$ cat config.mk
export PLATFORM = sky130hd
export DESIGN_NAME = blk_xfer_engine
export DESIGN_NICKNAME = d
export VERILOG_FILES = /design/src/rtl/btx_pkg.sv /design/src/rtl/btx_ctl.sv /design/src/rtl/btx_addr.sv /design/src/rtl/btx_route.sv /design/src/rtl/blk_xfer_engine.sv
export SDC_FILE = /design/constraint.sdc
export NUM_CORES = 1
export LEC_CHECK = 0
export BUFFER_PORTS_ARGS = -buffer_cell sky130_fd_sc_hd__buf_2
export CAP_MARGIN = 20
export CORE_UTILIZATION = 40
export CTS_CLUSTER_DIAMETER = 100
export DETAILED_ROUTE_END_ITERATION = 8
export GPL_TIMING_DRIVEN = 0
export PLACE_DENSITY = 0.81
export RECOVER_POWER = 100
export SLEW_MARGIN = 20
export SYNTH_ARGS = -nofsm -noshare
export SYNTH_HDL_FRONTEND = slang
export SYNTH_SLANG_ARGS = --single-unit
$ cat constraint.sdc
create_clock -name clk -period 3 [get_ports clk]
set_clock_uncertainty 0.1 [all_clocks]
set_input_delay 0.45 -clock clk [delete_from_list [all_inputs] [get_ports clk]]
set_output_delay 0.45 -clock clk [all_outputs]
set_load 0.05 [all_outputs]
$ cat src/rtl/btx_pkg.sv
package btx_pkg;
  typedef enum logic [1:0] {
    ST_IDLE  = 2'd0,
    ST_SETUP = 2'd1,
    ST_MOVE  = 2'd2
  } btx_state_e;
endpackage

$ cat src/rtl/btx_ctl.sv
module btx_ctl
  import btx_pkg::*;
#(
  parameter int BANK_W = 4,
  parameter int CNT_W  = 5,
  parameter int SETUP  = 5
) (
  input  logic             clk,
  input  logic             rst_n,
  input  logic             start,
  input  logic             dir_in,
  input  logic [CNT_W-1:0] cnt_in,
  output logic             load,
  output logic             beat,
  output logic             page_adv,
  output logic             dir_q,
  output logic             busy,
  output logic             done
);
  localparam int SET_W = (SETUP > 1) ? $clog2(SETUP) : 1;

  btx_state_e        state;
  logic [SET_W-1:0]  set_cnt;
  logic [BANK_W-1:0] beat_cnt;
  logic [CNT_W-1:0]  left;
  logic              last_beat;

  assign load      = (state == ST_IDLE) && start;
  assign beat      = (state == ST_MOVE);
  assign busy      = (state != ST_IDLE);
  assign last_beat = beat && (beat_cnt == '1);
  assign page_adv  = last_beat && (left != '0);

  always_ff @(posedge clk) begin
    if (!rst_n) begin
      state    <= ST_IDLE;
      set_cnt  <= '0;
      beat_cnt <= '0;
      left     <= '0;
      dir_q    <= 1'b0;
      done     <= 1'b0;
    end else begin
      done <= 1'b0;
      unique case (state)
        ST_IDLE: begin
          if (start) begin
            state   <= ST_SETUP;
            set_cnt <= '0;
            left    <= cnt_in;
            dir_q   <= dir_in;
          end
        end
        ST_SETUP: begin
          if (set_cnt == SET_W'(SETUP - 1)) begin
            state    <= ST_MOVE;
            beat_cnt <= '0;
          end else begin
            set_cnt <= set_cnt + 1'b1;
          end
        end
        ST_MOVE: begin
          beat_cnt <= beat_cnt + 1'b1;
          if (last_beat) begin
            if (left == '0) begin
              state <= ST_IDLE;
              done  <= 1'b1;
            end else begin
              left <= left - 1'b1;
            end
          end
        end
        default: state <= ST_IDLE;
      endcase
    end
  end


  done_pulse_chk: assert property (@(posedge clk) disable iff (!rst_n)
    done |=> !done);

  done_idle_chk: assert property (@(posedge clk) disable iff (!rst_n)
    done |-> !busy);

  busy_fall_chk: assert property (@(posedge clk) disable iff (!rst_n)
    $fell(busy) |-> done);

  start_ignore_chk: assert property (@(posedge clk) disable iff (!rst_n)
    (busy && start) |=> $stable(dir_q));
endmodule

$ cat src/rtl/btx_addr.sv
module btx_addr #(
  parameter int PAGE_W = 16,
  parameter int BANK_W = 4,
  parameter int BLK_W  = 5
) (
  input  logic              clk,
  input  logic              rst_n,
  input  logic              load,
  input  logic              adv,
  input  logic [PAGE_W-1:0] page_in,
  input  logic [BLK_W-1:0]  blk_in,
  input  logic [BANK_W-1:0] slot,
  output logic [PAGE_W+BANK_W-1:0] word_addr,
  output logic [BLK_W+BANK_W-1:0]  rf_idx
);
  logic [PAGE_W-1:0] page_q;
  logic [BLK_W-1:0]  blk_q;

  always_ff @(posedge clk) begin
    if (!rst_n) begin
      page_q <= '0;
      blk_q  <= '0;
    end else if (load) begin
      page_q <= page_in;
      blk_q  <= blk_in;
    end else if (adv) begin
      page_q <= page_q + 1'b1;
      blk_q  <= blk_q + 1'b1;
    end
  end

  assign word_addr = {page_q, slot};
  assign rf_idx    = {blk_q, slot};
endmodule

$ cat src/rtl/btx_route.sv
module btx_route #(
  parameter int DW   = 32,
  parameter int AW   = 20,
  parameter int RF_W = 9
) (
  input  logic            beat,
  input  logic            dir,
  input  logic [AW-1:0]   word_addr,
  input  logic [RF_W-1:0] rf_idx,
  input  logic [DW-1:0]   mem_rdata,
  input  logic [DW-1:0]   rf_rdata,
  output logic            mem_valid,
  output logic            mem_we,
  output logic [AW-1:0]   mem_addr,
  output logic [DW-1:0]   mem_wdata,
  output logic            rf_we,
  output logic [RF_W-1:0] rf_waddr,
  output logic [DW-1:0]   rf_wdata,
  output logic            rf_re,
  output logic [RF_W-1:0] rf_raddr
);
  always_comb begin
    mem_valid = 1'b0;
    mem_we    = 1'b0;
    mem_addr  = '0;
    mem_wdata = '0;
    rf_we     = 1'b0;
    rf_waddr  = '0;
    rf_wdata  = '0;
    rf_re     = 1'b0;
    rf_raddr  = '0;
    if (beat) begin
      mem_valid = 1'b1;
      mem_addr  = word_addr;
      if (dir) begin
        rf_re     = 1'b1;
        rf_raddr  = rf_idx;
        mem_we    = 1'b1;
        mem_wdata = rf_rdata;
      end else begin
        rf_we    = 1'b1;
        rf_waddr = rf_idx;
        rf_wdata = mem_rdata;
      end
    end
  end


  one_dir_chk: assert final (!(rf_we && mem_we));
endmodule

$ cat src/rtl/blk_xfer_engine.sv
module blk_xfer_engine #(
  parameter int DW       = 32,
  parameter int AW       = 20,
  parameter int BANKS    = 16,
  parameter int RF_DEPTH = 512,
  parameter int CNT_W    = 5,
  parameter int SETUP    = 5,
  localparam int BANK_W  = $clog2(BANKS),
  localparam int RF_W    = $clog2(RF_DEPTH),
  localparam int BLK_W   = RF_W - BANK_W,
  localparam int DESC_W  = BLK_W + CNT_W
) (
  input  logic              clk,
  input  logic              rst_n,
  input  logic              start,
  input  logic              to_mem,
  input  logic [DESC_W-1:0] desc,
  input  logic [AW-1:0]     cmd_addr,
  output logic              busy,
  output logic              done,
  input  logic [BANK_W-1:0] slot,
  output logic              mem_valid,
  output logic              mem_we,
  output logic [AW-1:0]     mem_addr,
  output logic [DW-1:0]     mem_wdata,
  input  logic [DW-1:0]     mem_rdata,
  output logic              rf_we,
  output logic [RF_W-1:0]   rf_waddr,
  output logic [DW-1:0]     rf_wdata,
  output logic              rf_re,
  output logic [RF_W-1:0]   rf_raddr,
  input  logic [DW-1:0]     rf_rdata
);
  logic            load, beat, page_adv, dir_q;
  logic [AW-1:0]   word_addr;
  logic [RF_W-1:0] rf_idx;
  logic            unused_lo;

  assign unused_lo = ^cmd_addr[BANK_W-1:0];

  btx_ctl #(.BANK_W(BANK_W), .CNT_W(CNT_W), .SETUP(SETUP)) u_ctl (
    .clk(clk), .rst_n(rst_n), .start(start), .dir_in(to_mem),
    .cnt_in(desc[CNT_W-1:0]), .load(load), .beat(beat),
    .page_adv(page_adv), .dir_q(dir_q), .busy(busy), .done(done)
  );

  btx_addr #(.PAGE_W(AW - BANK_W), .BANK_W(BANK_W), .BLK_W(BLK_W)) u_addr (
    .clk(clk), .rst_n(rst_n), .load(load), .adv(page_adv),
    .page_in(cmd_addr[AW-1:BANK_W]), .blk_in(desc[DESC_W-1:CNT_W]),
    .slot(slot), .word_addr(word_addr), .rf_idx(rf_idx)
  );

  btx_route #(.DW(DW), .AW(AW), .RF_W(RF_W)) u_route (
    .beat(beat), .dir(dir_q), .word_addr(word_addr), .rf_idx(rf_idx),
    .mem_rdata(mem_rdata), .rf_rdata(rf_rdata),
    .mem_valid(mem_valid), .mem_we(mem_we), .mem_addr(mem_addr),
    .mem_wdata(mem_wdata), .rf_we(rf_we), .rf_waddr(rf_waddr),
    .rf_wdata(rf_wdata), .rf_re(rf_re), .rf_raddr(rf_raddr)
  );


  beat_busy_chk: assert property (@(posedge clk) disable iff (!rst_n)
    (mem_valid || rf_we || rf_re) |-> busy);

  slot_step_chk: assert property (@(posedge clk) disable iff (!rst_n)
    (busy && $past(busy)) |-> (slot == $past(slot) + 1'b1));

  lane_match_chk: assert property (@(posedge clk) disable iff (!rst_n)
    (rf_we || rf_re) |-> ((rf_we ? rf_waddr[BANK_W-1:0] : rf_raddr[BANK_W-1:0])
                          == mem_addr[BANK_W-1:0]));
endmodule

Yosys cells after proc, flatten, opt, wreduce, memory -nomap -nowiden. Index checks and enable logic that the tools add are counted.

Bits in latches: 0. Input bits: 102. Memories: 0. Output and inout bits: 108. Bits in writable memories: 0. Flip-flop bits (word level): 37. ROM bits: 0.

Equality and inequality tests: 10. Divide/modulo/power cells: 0. Muxes and demuxes: 33. $lt $le $gt $ge: 0. Bitwise logic cells: 0. Reductions and logical operators: 17. Add/subtract/negate cells: 5. $mul: 0. Shift-type cells: 0.

Operators by type and width (count): $mux W32 (4); $mux W9 (4); $mux W16 (2); $mux W5 (5); $mux W20 (1); $add A16 B1 Y16 const B (1); $ne A2 B2 Y1 const B (5); $pmux W5 S2 (1); $reduce_bool A2 Y1 (5); $mux W2 (4); $pmux W4 S2 (1); $reduce_and A4 Y1 (2); $mux W1 (6); $mux W3 (2); $pmux W2 S3 (1); $pmux W3 S2 (1); $reduce_and A3 Y1 (2); $add A5 B1 Y5 const B (1); $logic_not A5 Y1 (1); $reduce_bool A5 Y1 (1); $sub A5 B1 Y5 const B (1); $add A4 B1 Y4 const B (1); $eq A4 B4 Y1 const B (1); $mux W4 (1); 8 further kinds (11).

Longest topological paths before layout. Gate-level depths: netlist of run 1.

Depth in word-level cells: 5. Depth in mapped cells: 7. Mapped depth without buffers: 6.

Modules after synthesis. A second synthesis of run 1 with hierarchy kept.

Cell total of the unflattened synthesis: 360. Area, all modules: 2955.3 um2.

By module, submodules not included: btx_addr (cells an instance 134, seq. area each 420.4 um2, times used 1, area an instance 1168.6 um2); btx_route (cells an instance 126, seq. area each 0.0 um2, times used 1, area an instance 908.4 um2); btx_ctl (cells an instance 100, seq. area each 320.3 um2, times used 1, area an instance 878.3 um2).

Worst setup path after synthesis of run 1. Ideal clock, no wire load.

Path type: reg2out. Start point: reg u_ctl.state[0]. End point: out rf_re. Data arrival time: 2.254 ns. Setup slack: 0.196 ns. Cell stages (with the launch flop): 7. Buffers on the path: 3. Path through: dfxtp_1 -> nand2b_4 -> inv_1 -> clkbuf_1 -> clkbuf_1 -> and2_1 -> buf_4.

Word-level cells in the longest chain between the ends: 2.

Ends and longest elaborated chain: start, declared (RTL line btx_ctl.sv:22) `btx_state_e state;`; start signal, assigned (RTL line btx_ctl.sv:36) `state <= ST_IDLE;`; start signal, assigned (RTL line btx_ctl.sv:47) `state <= ST_SETUP;`; start signal, assigned (RTL line btx_ctl.sv:55) `state <= ST_MOVE;`; $eq A2 B2 Y1 (RTL line btx_ctl.sv:29) `assign beat = (state == ST_MOVE);`; $mux W1; end, declared (RTL line blk_xfer_engine.sv:30) `output logic rf_re,`.

Every way passes these cells.

Worst setup path after layout of run 1.
Start point: reg u_ctl.state[1]. End point: out mem_addr[4].

Word-level cells in the longest chain between the ends: 2.

Ends and longest elaborated chain: $eq A2 B2 Y1 (RTL line btx_ctl.sv:29); $mux W20 (RTL line btx_route.sv:32) `if (beat) begin`; end, declared (RTL line blk_xfer_engine.sv:24) `output logic [AW-1:0] mem_addr,`.

Every way passes these cells.

==> results of run 1 <==
## logic make-up (layout without fill, tap and decap cells)
group,Yosys count,count (layout),synth area share (%)
adder cells (fa/ha/maj),6,6,2.83
XOR/XNOR,8,8,2.64
flip-flops,37,37,27.9
buffers and inverters,39,250,5.93
AO/OA/AOI/OAI,80,80,18.0
AND/OR/NAND/NOR,186,186,42.3
multiplexers,1,1,0.377
## Yosys cell counts (all sizes together)
library cell and number:
a211o 1, a211oi 2, a21o 3, a21oi 20, a22oi 3, a31oi 13, a32oi 1, and2 62
and2b 1, and3 45, and4 2, buf 2, clkbuf 29, clkinv 1, dfxtp 37, ha 6
inv 7, mux2i 1, nand2 16, nand2b 1, nand3 11, nand3b 1, nand4 4, nor2 15
nor3 4, nor3b 2, nor4 6, nor4b 1, o2111ai 2, o21ai 27, o31ai 7, o41ai 1
or2 1, or3 4, or3b 1, or4 8, or4b 1, xnor2 5, xor2 3
## per-layer routing
layer | wire (um) | vias to the layer above | GRT usage [%]
met1 | 4560 | 1646 | 38.1
li1 | - | 1693 | -
met5 | 0 | - | 0
met3 | 830 | 17 | 5.34
met2 | 5650 | 163 | 55.7
met4 | 194 | 0 | 6.63
## power groups by stage
stage	clock network, W	logic [W]	registers [W]
after global placement	0	0.000205	0.000574
after CTS	0.000429	0.000212	0.000566
after detailed placement	0	0.000211	0.000578
final	0.000429	0.000212	0.000568
after global routing	0.000453	0.000234	0.000573
after floorplan	0	0.000115	0.000564
## how the worst max path moves through the flow
stage / startpoint / end / slack [ns] / cells after the start
after floorplan: u_ctl.state[0]$_SDFFE_PN0P_ / rf_re / 0.20 / 6
after global placement: u_ctl.state[1]$_SDFFE_PN0P_ / mem_addr[5] / 0.10 / 7
after detailed placement: u_ctl.state[1]$_SDFFE_PN0P_ / mem_addr[4] / 0.07 / 7
after CTS: u_ctl.state[1]$_SDFFE_PN0P_ / mem_addr[4] / 0.1 / 6
after global routing: u_ctl.state[1]$_SDFFE_PN0P_ / rf_waddr[5] / 0.10 / 5
final: u_ctl.state[1]$_SDFFE_PN0P_ / mem_addr[4] / 0.24 / 6
## cells in the final DEF, fill, tap and decap left out, drive strengths merged, types with 13 or more instances in the layout
master,netlist,layout
clkbuf,29,140
buf,2,100
and2,62,62
and3,45,45
dfxtp,37,37
o21ai,27,27
a21oi,20,20
nand2,16,16
nor2,15,15
a31oi,13,13
## critical path: cells and delay by family (launching register included)
kind / cells / cell delay, ns
simple gates: 2 / 0.33
buf+inv: 4 / 1.15
flops: 1 / 0.42
## sequential cells by signal, summed over array words and instances, names as in the netlist
register,count
u_addr.page_q,16
u_addr.blk_q,5
u_ctl.left,5
u_ctl.beat_cnt,4
u_ctl.set_cnt,3
u_ctl.state,2
u_ctl.dir_q,1
u_ctl.done,1
## metrics by stage
stage / cells / setup slack [ns] / power [W] / util, %
floorplan: 357 / 0.196 / 0.000679 / -
global placement: 639 / 0.101 / 0.000779 / 59.2
detailed placement: 639 / 0.0714 / 0.000789 / 59.2
CTS: 645 / 0.0997 / 0.00121 / 60.8
global route: 645 / 0.101 / 0.00126 / 58.6
finish: 645 / 0.238 / 0.00121 / 58.6
## final cells by class
class | count | area, um^2 | share of cell area [%]
Clock buffer | 5 | 68.8 | 1.84
Multi-Input combinational cell | 281 | 1740 | 46.4
Tap cell | 77 | 96.3 | 2.57
Timing Repair Buffer | 205 | 915 | 24.4
Sequential cell | 37 | 741 | 19.8
Clock inverter | 2 | 35.0 | 0.936
Buffer | 30 | 118 | 3.14
Inverter | 8 | 33.8 | 0.902
## timing repair
action / 4_1_cts / 5_1_grt
pin swaps: 0 / 0
setup buffers: 0 / 0
endpoints found under the setup margin: 10 / 10
endpoints found under the hold margin: 0 / 0
resized for setup: 1 / 1
==> run_summary.xml, run 1 <==
<?xml version="1.0" encoding="UTF-8"?>
<metrics>
  <group name="sta">
    <metric name="setup_violations" unit="">0</metric>
    <metric name="timing_hold_violations_final" unit="">0</metric>
    <metric name="worst-slew-pin-transition" unit="ns">1.21</metric>
    <metric name="period_share" unit="%">92.1</metric>
    <metric name="timing.final.crit_period" unit="ns">2.76</metric>
    <metric name="clock.fmax" unit="MHz">362</metric>
    <metric name="setup_total_negative_slack" unit="ns">0</metric>
    <metric name="rsz_0062_raised_after_global_routing" unit="">false</metric>
    <metric name="max_slew_margin" unit="%">18.6</metric>
    <metric name="timing.final.max_slew_violations" unit="">0</metric>
    <metric name="hold_ws" unit="ns">0.318</metric>
  </group>
  <group name="placement">
    <metric name="detailed_place_hpwl" unit="um">8990</metric>
    <metric name="globalplace.congestion" unit="">0.918</metric>
    <metric name="port-buffer-count" unit="">205</metric>
    <metric name="dpl_cell_area" unit="um^2">3780</metric>
  </group>
  <group name="die">
    <metric name="boundaryPins" unit="">210</metric>
    <metric name="area_of_the_core_region" unit="um^2">6390</metric>
    <metric name="initial_core_util" unit="%">41.6</metric>
    <metric name="die-width" unit="um">83.5</metric>
    <metric name="dieHeight" unit="um">83.5</metric>
    <metric name="std_cell_rows" unit="">29</metric>
    <metric name="dieArea" unit="um^2">6970</metric>
  </group>
  <group name="cells_and_area">
    <metric name="fill_cells" unit="">687</metric>
    <metric name="diodes" unit="">0</metric>
    <metric name="final_nets" unit="">676</metric>
    <metric name="final_area" unit="um^2">3740</metric>
    <metric name="area_growth_from_synthesis_to_layout" unit="%">40.9</metric>
    <metric name="final_layout_size_suffix_gt1_share" unit="%">23.1</metric>
  </group>
  <group name="grt">
    <metric name="grt.total_usage" unit="%">30.8</metric>
    <metric name="globalRoute.totalOverflow" unit="">0</metric>
    <metric name="maximum_number_of_pins_on_one_net_before_global_route_repair" unit="">13</metric>
    <metric name="first_global_vias" unit="">3214</metric>
    <metric name="grt_first_pass_wirelength" unit="um">17100</metric>
    <metric name="grt_antenna_before_repair" unit="">0</metric>
  </group>
  <group name="routing">
    <metric name="detail_route.iter0.violations" unit="">319</metric>
    <metric name="antenna_violating_nets_remaining" unit="">0</metric>
    <metric name="drt-total-wl" unit="um">11200</metric>
    <metric name="vias" unit="">3519</metric>
    <metric name="routed_wire_length_per_instance" unit="um">17.4</metric>
    <metric name="drc_errors" unit="">0</metric>
    <metric name="via_per_inst" unit="">5.46</metric>
    <metric name="drtPass1Iterations" unit="">5</metric>
  </group>
  <group name="logic_synthesis">
    <metric name="synthTopCellsByArea" unit="">sky130_fd_sc_hd__dfxtp_1, sky130_fd_sc_hd__and2_1, sky130_fd_sc_hd__and3_1, sky130_fd_sc_hd__o21ai_0, sky130_fd_sc_hd__clkbuf_1</metric>
    <metric name="yosys.area.top_type_share" unit="%">27.9</metric>
    <metric name="mappedNetlistNets" unit="">465</metric>
    <metric name="post_synthesis_average_cell_area" unit="um^2">7.44</metric>
    <metric name="yosysWarningCount" unit="">0</metric>
    <metric name="ys_ff_latch" unit="">37</metric>
    <metric name="ys_types" unit="">44</metric>
    <metric name="mappedNetlistArea" unit="um^2">2660</metric>
    <metric name="synth.yosys.seq_area_share" unit="%">27.9</metric>
    <metric name="post-synth-top-area-cell" unit="">sky130_fd_sc_hd__dfxtp_1</metric>
    <metric name="syn_inst" unit="">357</metric>
  </group>
  <group name="worst_hold_path">
    <metric name="min-delay-path-class" unit="">primary input to register</metric>
    <metric name="timing.hold.worst_path_depth" unit="">3</metric>
    <metric name="worst_hold_path.endpoint" unit="">u_ctl.dir_q$_SDFFE_PN0P_</metric>
    <metric name="hold_path.startpoint" unit="">to_mem</metric>
  </group>
  <group name="critical_path">
    <metric name="worstSetupEndpointType" unit="">primary output</metric>
    <metric name="timing.critical_path.slowest_stage_cell" unit="">sky130_fd_sc_hd__dfxtp_1</metric>
    <metric name="reg2reg_to" unit="">u_ctl.left[3]$_SDFFE_PN0P_</metric>
    <metric name="worstPathArrival" unit="ns">2.21</metric>
    <metric name="critPathKind" unit="">register to primary output</metric>
    <metric name="critPathRequiredTime" unit="ns">2.45</metric>
    <metric name="worst_path_largest_cell_delay" unit="ns">0.42</metric>
    <metric name="crit-reg2reg-launch" unit="">u_ctl.left[0]$_SDFFE_PN0P_</metric>
    <metric name="cp_cell_sequence" unit="">nand2b_4 &gt; clkinvlp_4 &gt; clkbuf_2 &gt; clkbuf_1 &gt; and2_1 &gt; clkbuf_2</metric>
    <metric name="worst-r2r-setup-slack" unit="ns">0.30</metric>
    <metric name="critical-path-top-cell-by-count" unit="">sky130_fd_sc_hd__clkbuf_2</metric>
    <metric name="startpoint_type" unit="">register</metric>
    <metric name="critical_path.max_fanout" unit="">12</metric>
    <metric name="ff2ff_path_depth" unit="">7</metric>
  </group>
  <group name="pwr">
    <metric name="internal-power" unit="W">0.000865</metric>
    <metric name="clockPowerShare" unit="%">35.5</metric>
    <metric name="share_seq_of_total_power" unit="%">47.0</metric>
    <metric name="power_density" unit="nW/um^2">323</metric>
    <metric name="irDropWorstVdd" unit="mV">0.302</metric>
    <metric name="power.leakage" unit="nW">1.71</metric>
    <metric name="power_frac_comb" unit="%">17.5</metric>
    <metric name="p_sw_share" unit="%">28.4</metric>
    <metric name="p_sw" unit="W">0.000343</metric>
  </group>
  <group name="run">
    <metric name="maxcap_viol_count" unit="">0</metric>
  </group>
  <group name="cts">
    <metric name="clock_tree.root_cell" unit="">sky130_fd_sc_hd__clkbuf_8</metric>
    <metric name="number_of_clock_buffers_inserted_by_tritoncts" unit="">5</metric>
    <metric name="max-clock-path-buffers" unit="">2</metric>
    <metric name="clkTransAtPathRegs" unit="ns">0.08</metric>
    <metric name="cts_tree" unit="">yes</metric>
    <metric name="clock_latency" unit="ns">0.29</metric>
    <metric name="cts_hold_buffers" unit="">0</metric>
    <metric name="cts_max_level" unit="">2</metric>
    <metric name="cts.sinks" unit="">37</metric>
  </group>
  <group name="run_status">
    <metric name="outcome" unit="">completed</metric>
  </group>
</metrics>
Power figures use the tool's default switching activity.
==> run 2, diff against run 1 <==
- REMOVE_ABC_BUFFERS: unset -> 1
==> run 2 against run 1 <==
Against the previous run: the flow now finishes with violations (capacitance limit); maximum frequency down 0.65%; combinational power down 10%; sequential power up 0.7%; setup slack worse by 0.018 ns; non-clock buffer count down 28; utilization up 0.31 points; wire length down 12%; power up 1.3%; die area unchanged; sequential share of layout area down 0.11 points; largest cell class unchanged.
==> run_summary.xml, run 2 (synthesis results as in run 1) <==
<?xml version="1.0" encoding="UTF-8"?>
<metrics>
  <group name="cts">
    <metric name="clock_latency" unit="ns">0.30</metric>
    <metric name="cts.sinks" unit="">37</metric>
    <metric name="max-clock-path-buffers" unit="">2</metric>
    <metric name="cts_max_level" unit="">2</metric>
    <metric name="cts_tree" unit="">yes</metric>
    <metric name="number_of_setup_buffers_added_after_cts" unit="">0</metric>
    <metric name="clkTransAtPathRegs" unit="ns">0.08</metric>
    <metric name="clock_tree.root_cell" unit="">sky130_fd_sc_hd__clkbuf_8</metric>
    <metric name="number_of_clock_buffers_inserted_by_tritoncts" unit="">5</metric>
  </group>
  <group name="critical_path">
    <metric name="worstPathArrival" unit="ns">2.23</metric>
    <metric name="cp.buffers_inverters" unit="">2</metric>
    <metric name="critical_path.max_fanout" unit="">44</metric>
    <metric name="crit_family" unit="">flip-flops</metric>
    <metric name="worst_path_largest_cell_delay" unit="ns">1.03</metric>
    <metric name="worst-r2r-setup-slack" unit="ns">0.32</metric>
    <metric name="cp_cell_sequence" unit="">nor2_4 &gt; buf_8 &gt; and2_1 &gt; clkbuf_2</metric>
    <metric name="worstSetupEndpointType" unit="">primary output</metric>
    <metric name="timing.critical_path.slowest_stage_cell" unit="">sky130_fd_sc_hd__dfxtp_1</metric>
    <metric name="critPathKind" unit="">register to primary output</metric>
    <metric name="startpoint_type" unit="">register</metric>
    <metric name="critPathRequiredTime" unit="ns">2.45</metric>
  </group>
  <group name="cells_and_area">
    <metric name="area_growth_from_synthesis_to_layout" unit="%">41.7</metric>
    <metric name="reg.largest.list" unit="">u_addr.page_q (16), u_addr.blk_q (5), u_ctl.left (5)</metric>
    <metric name="most_frequent_standard_cell_in_the_layout_excluding_fill_and_tap_cells" unit="">sky130_fd_sc_hd__buf_2</metric>
    <metric name="final_nets" unit="">648</metric>
    <metric name="final_area" unit="um^2">3760</metric>
    <metric name="final_core_utilization" unit="%">58.9</metric>
    <metric name="largest_register" unit="">u_addr.page_q</metric>
    <metric name="final_layout_size_suffix_gt1_share" unit="%">35.9</metric>
    <metric name="fin_cells" unit="">621</metric>
    <metric name="layout.cells.most_common_list" unit="">sky130_fd_sc_hd__buf_2, sky130_fd_sc_hd__clkbuf_2, sky130_fd_sc_hd__and2_1</metric>
    <metric name="largest_reg_flops" unit="">16</metric>
  </group>
  <group name="sta">
    <metric name="worst-slew-pin-transition" unit="ns">1.48</metric>
    <metric name="hold_ws" unit="ns">0.282</metric>
    <metric name="rsz_0062_raised_after_global_routing" unit="">false</metric>
    <metric name="timing.final.max_slew_violations" unit="">0</metric>
    <metric name="period_share" unit="%">92.7</metric>
    <metric name="timing_hold_violations_final" unit="">0</metric>
    <metric name="max_slew_margin" unit="%">1.16</metric>
    <metric name="timing.final.crit_period" unit="ns">2.78</metric>
    <metric name="clock.fmax" unit="MHz">360</metric>
    <metric name="setup_violations" unit="">0</metric>
    <metric name="setup_total_negative_slack" unit="ns">0</metric>
  </group>
  <group name="routing">
    <metric name="vias" unit="">3350</metric>
    <metric name="drt-total-wl" unit="um">9910</metric>
    <metric name="via_per_inst" unit="">5.39</metric>
    <metric name="routed_wire_length_per_instance" unit="um">16.0</metric>
    <metric name="detail_route.iter0.violations" unit="">181</metric>
    <metric name="drc_errors" unit="">0</metric>
    <metric name="drtPass1Iterations" unit="">5</metric>
    <metric name="antenna_violating_nets_remaining" unit="">0</metric>
  </group>
  <group name="worst_hold_path">
    <metric name="min-delay-path-class" unit="">primary input to register</metric>
  </group>
  <group name="grt">
    <metric name="first_global_vias" unit="">3039</metric>
    <metric name="globalRoute.totalOverflow" unit="">0</metric>
    <metric name="grt_antenna_before_repair" unit="">3</metric>
    <metric name="grt_first_pass_wirelength" unit="um">15500</metric>
    <metric name="maximum_number_of_pins_on_one_net_before_global_route_repair" unit="">54</metric>
    <metric name="grt.total_usage" unit="%">27.6</metric>
  </group>
  <group name="placement">
    <metric name="port-buffer-count" unit="">205</metric>
    <metric name="globalplace.congestion" unit="">0.889</metric>
    <metric name="detailed_place_hpwl" unit="um">7480</metric>
    <metric name="dpl_cell_area" unit="um^2">3690</metric>
    <metric name="place.detailed.instances" unit="">610</metric>
  </group>
  <group name="die">
    <metric name="dieArea" unit="um^2">6970</metric>
    <metric name="initial_core_util" unit="%">41.6</metric>
    <metric name="die-width" unit="um">83.5</metric>
    <metric name="boundaryPins" unit="">210</metric>
    <metric name="dieHeight" unit="um">83.5</metric>
    <metric name="std_cell_rows" unit="">29</metric>
    <metric name="area_of_the_core_region" unit="um^2">6390</metric>
  </group>
  <group name="run_status">
    <metric name="outcome" unit="">finished, violations left</metric>
    <metric name="violations" unit="">capacitance limit</metric>
  </group>
  <group name="pwr">
    <metric name="irDropWorstVdd" unit="mV">0.262</metric>
    <metric name="power_density" unit="nW/um^2">325</metric>
    <metric name="power.leakage" unit="nW">1.91</metric>
  </group>
  <group name="run">
    <metric name="maxcap_viol_count" unit="">1</metric>
  </group>
</metrics>
run 2: per-stage QoR:
step | power, W | setup slack [ns]
2_1_floorplan | 0.000670 | -0.178
3_3_place_gp | 0.000765 | -0.419
3_5_place_dp | 0.000774 | 0.432
4_1_cts | 0.00122 | 0.110
5_1_grt | 0.00127 | 0.0608
6_report | 0.00122 | 0.220
run 2: final cells by class:
class | count | area, um^2
fillers | 625 | 2620
multi-input cells | 281 | 1740
repair buffers | 207 | 1030
flip-flops and latches | 37 | 741
well taps | 77 | 96.3
clock buffers | 7 | 86.3
clock inverters | 1 | 30.0
inverters | 8 | 30.0
diodes | 3 | 7.51
run 2: power by group:
group          internal [W]  switching, W  total, W
sequential         0.000525     0.0000475  0.000572
combinational     0.0000930     0.0000970  0.000190
clock              0.000271      0.000189  0.000461
run 2: metal layers:
layer,wire length [um],track usage (%),vias up,part of all wire (%)
met5,0,0,-,0
met4,117,6.01,0,1.2
met3,947,8.80,11,9.6
met2,4430,43.5,150,45
met1,4410,37.1,1541,45
li1,-,-,1648,-
run 2: tightest hold or removal path: cells and delay by family:
family / cells / cell delay [ns]
and+or+nand+nor: 1 / 0.04
buffers and inverters: 1 / 0.10
AOI/OAI and AO/OA: 1 / 0.05
run 2: final timing paths:
kind,start,endpoint,cells past startpoint
setup / recovery,u_ctl.dir_q$_SDFFE_PN0P_,rf_wdata[18],4
hold / removal,to_mem,u_ctl.dir_q$_SDFFE_PN0P_,3
setup reg to reg,u_ctl.state[1]$_SDFFE_PN0P_,u_ctl.left[1]$_SDFFE_PN0P_,4
hold reg to reg,u_ctl.left[1]$_SDFFE_PN0P_,u_ctl.left[1]$_SDFFE_PN0P_,2
run 2: what timing repair did:
action | CTS | global route
hold buffers | 0 | 0
gates resized for setup | 0 | 1
endpoints found under the setup margin | 0 | 20
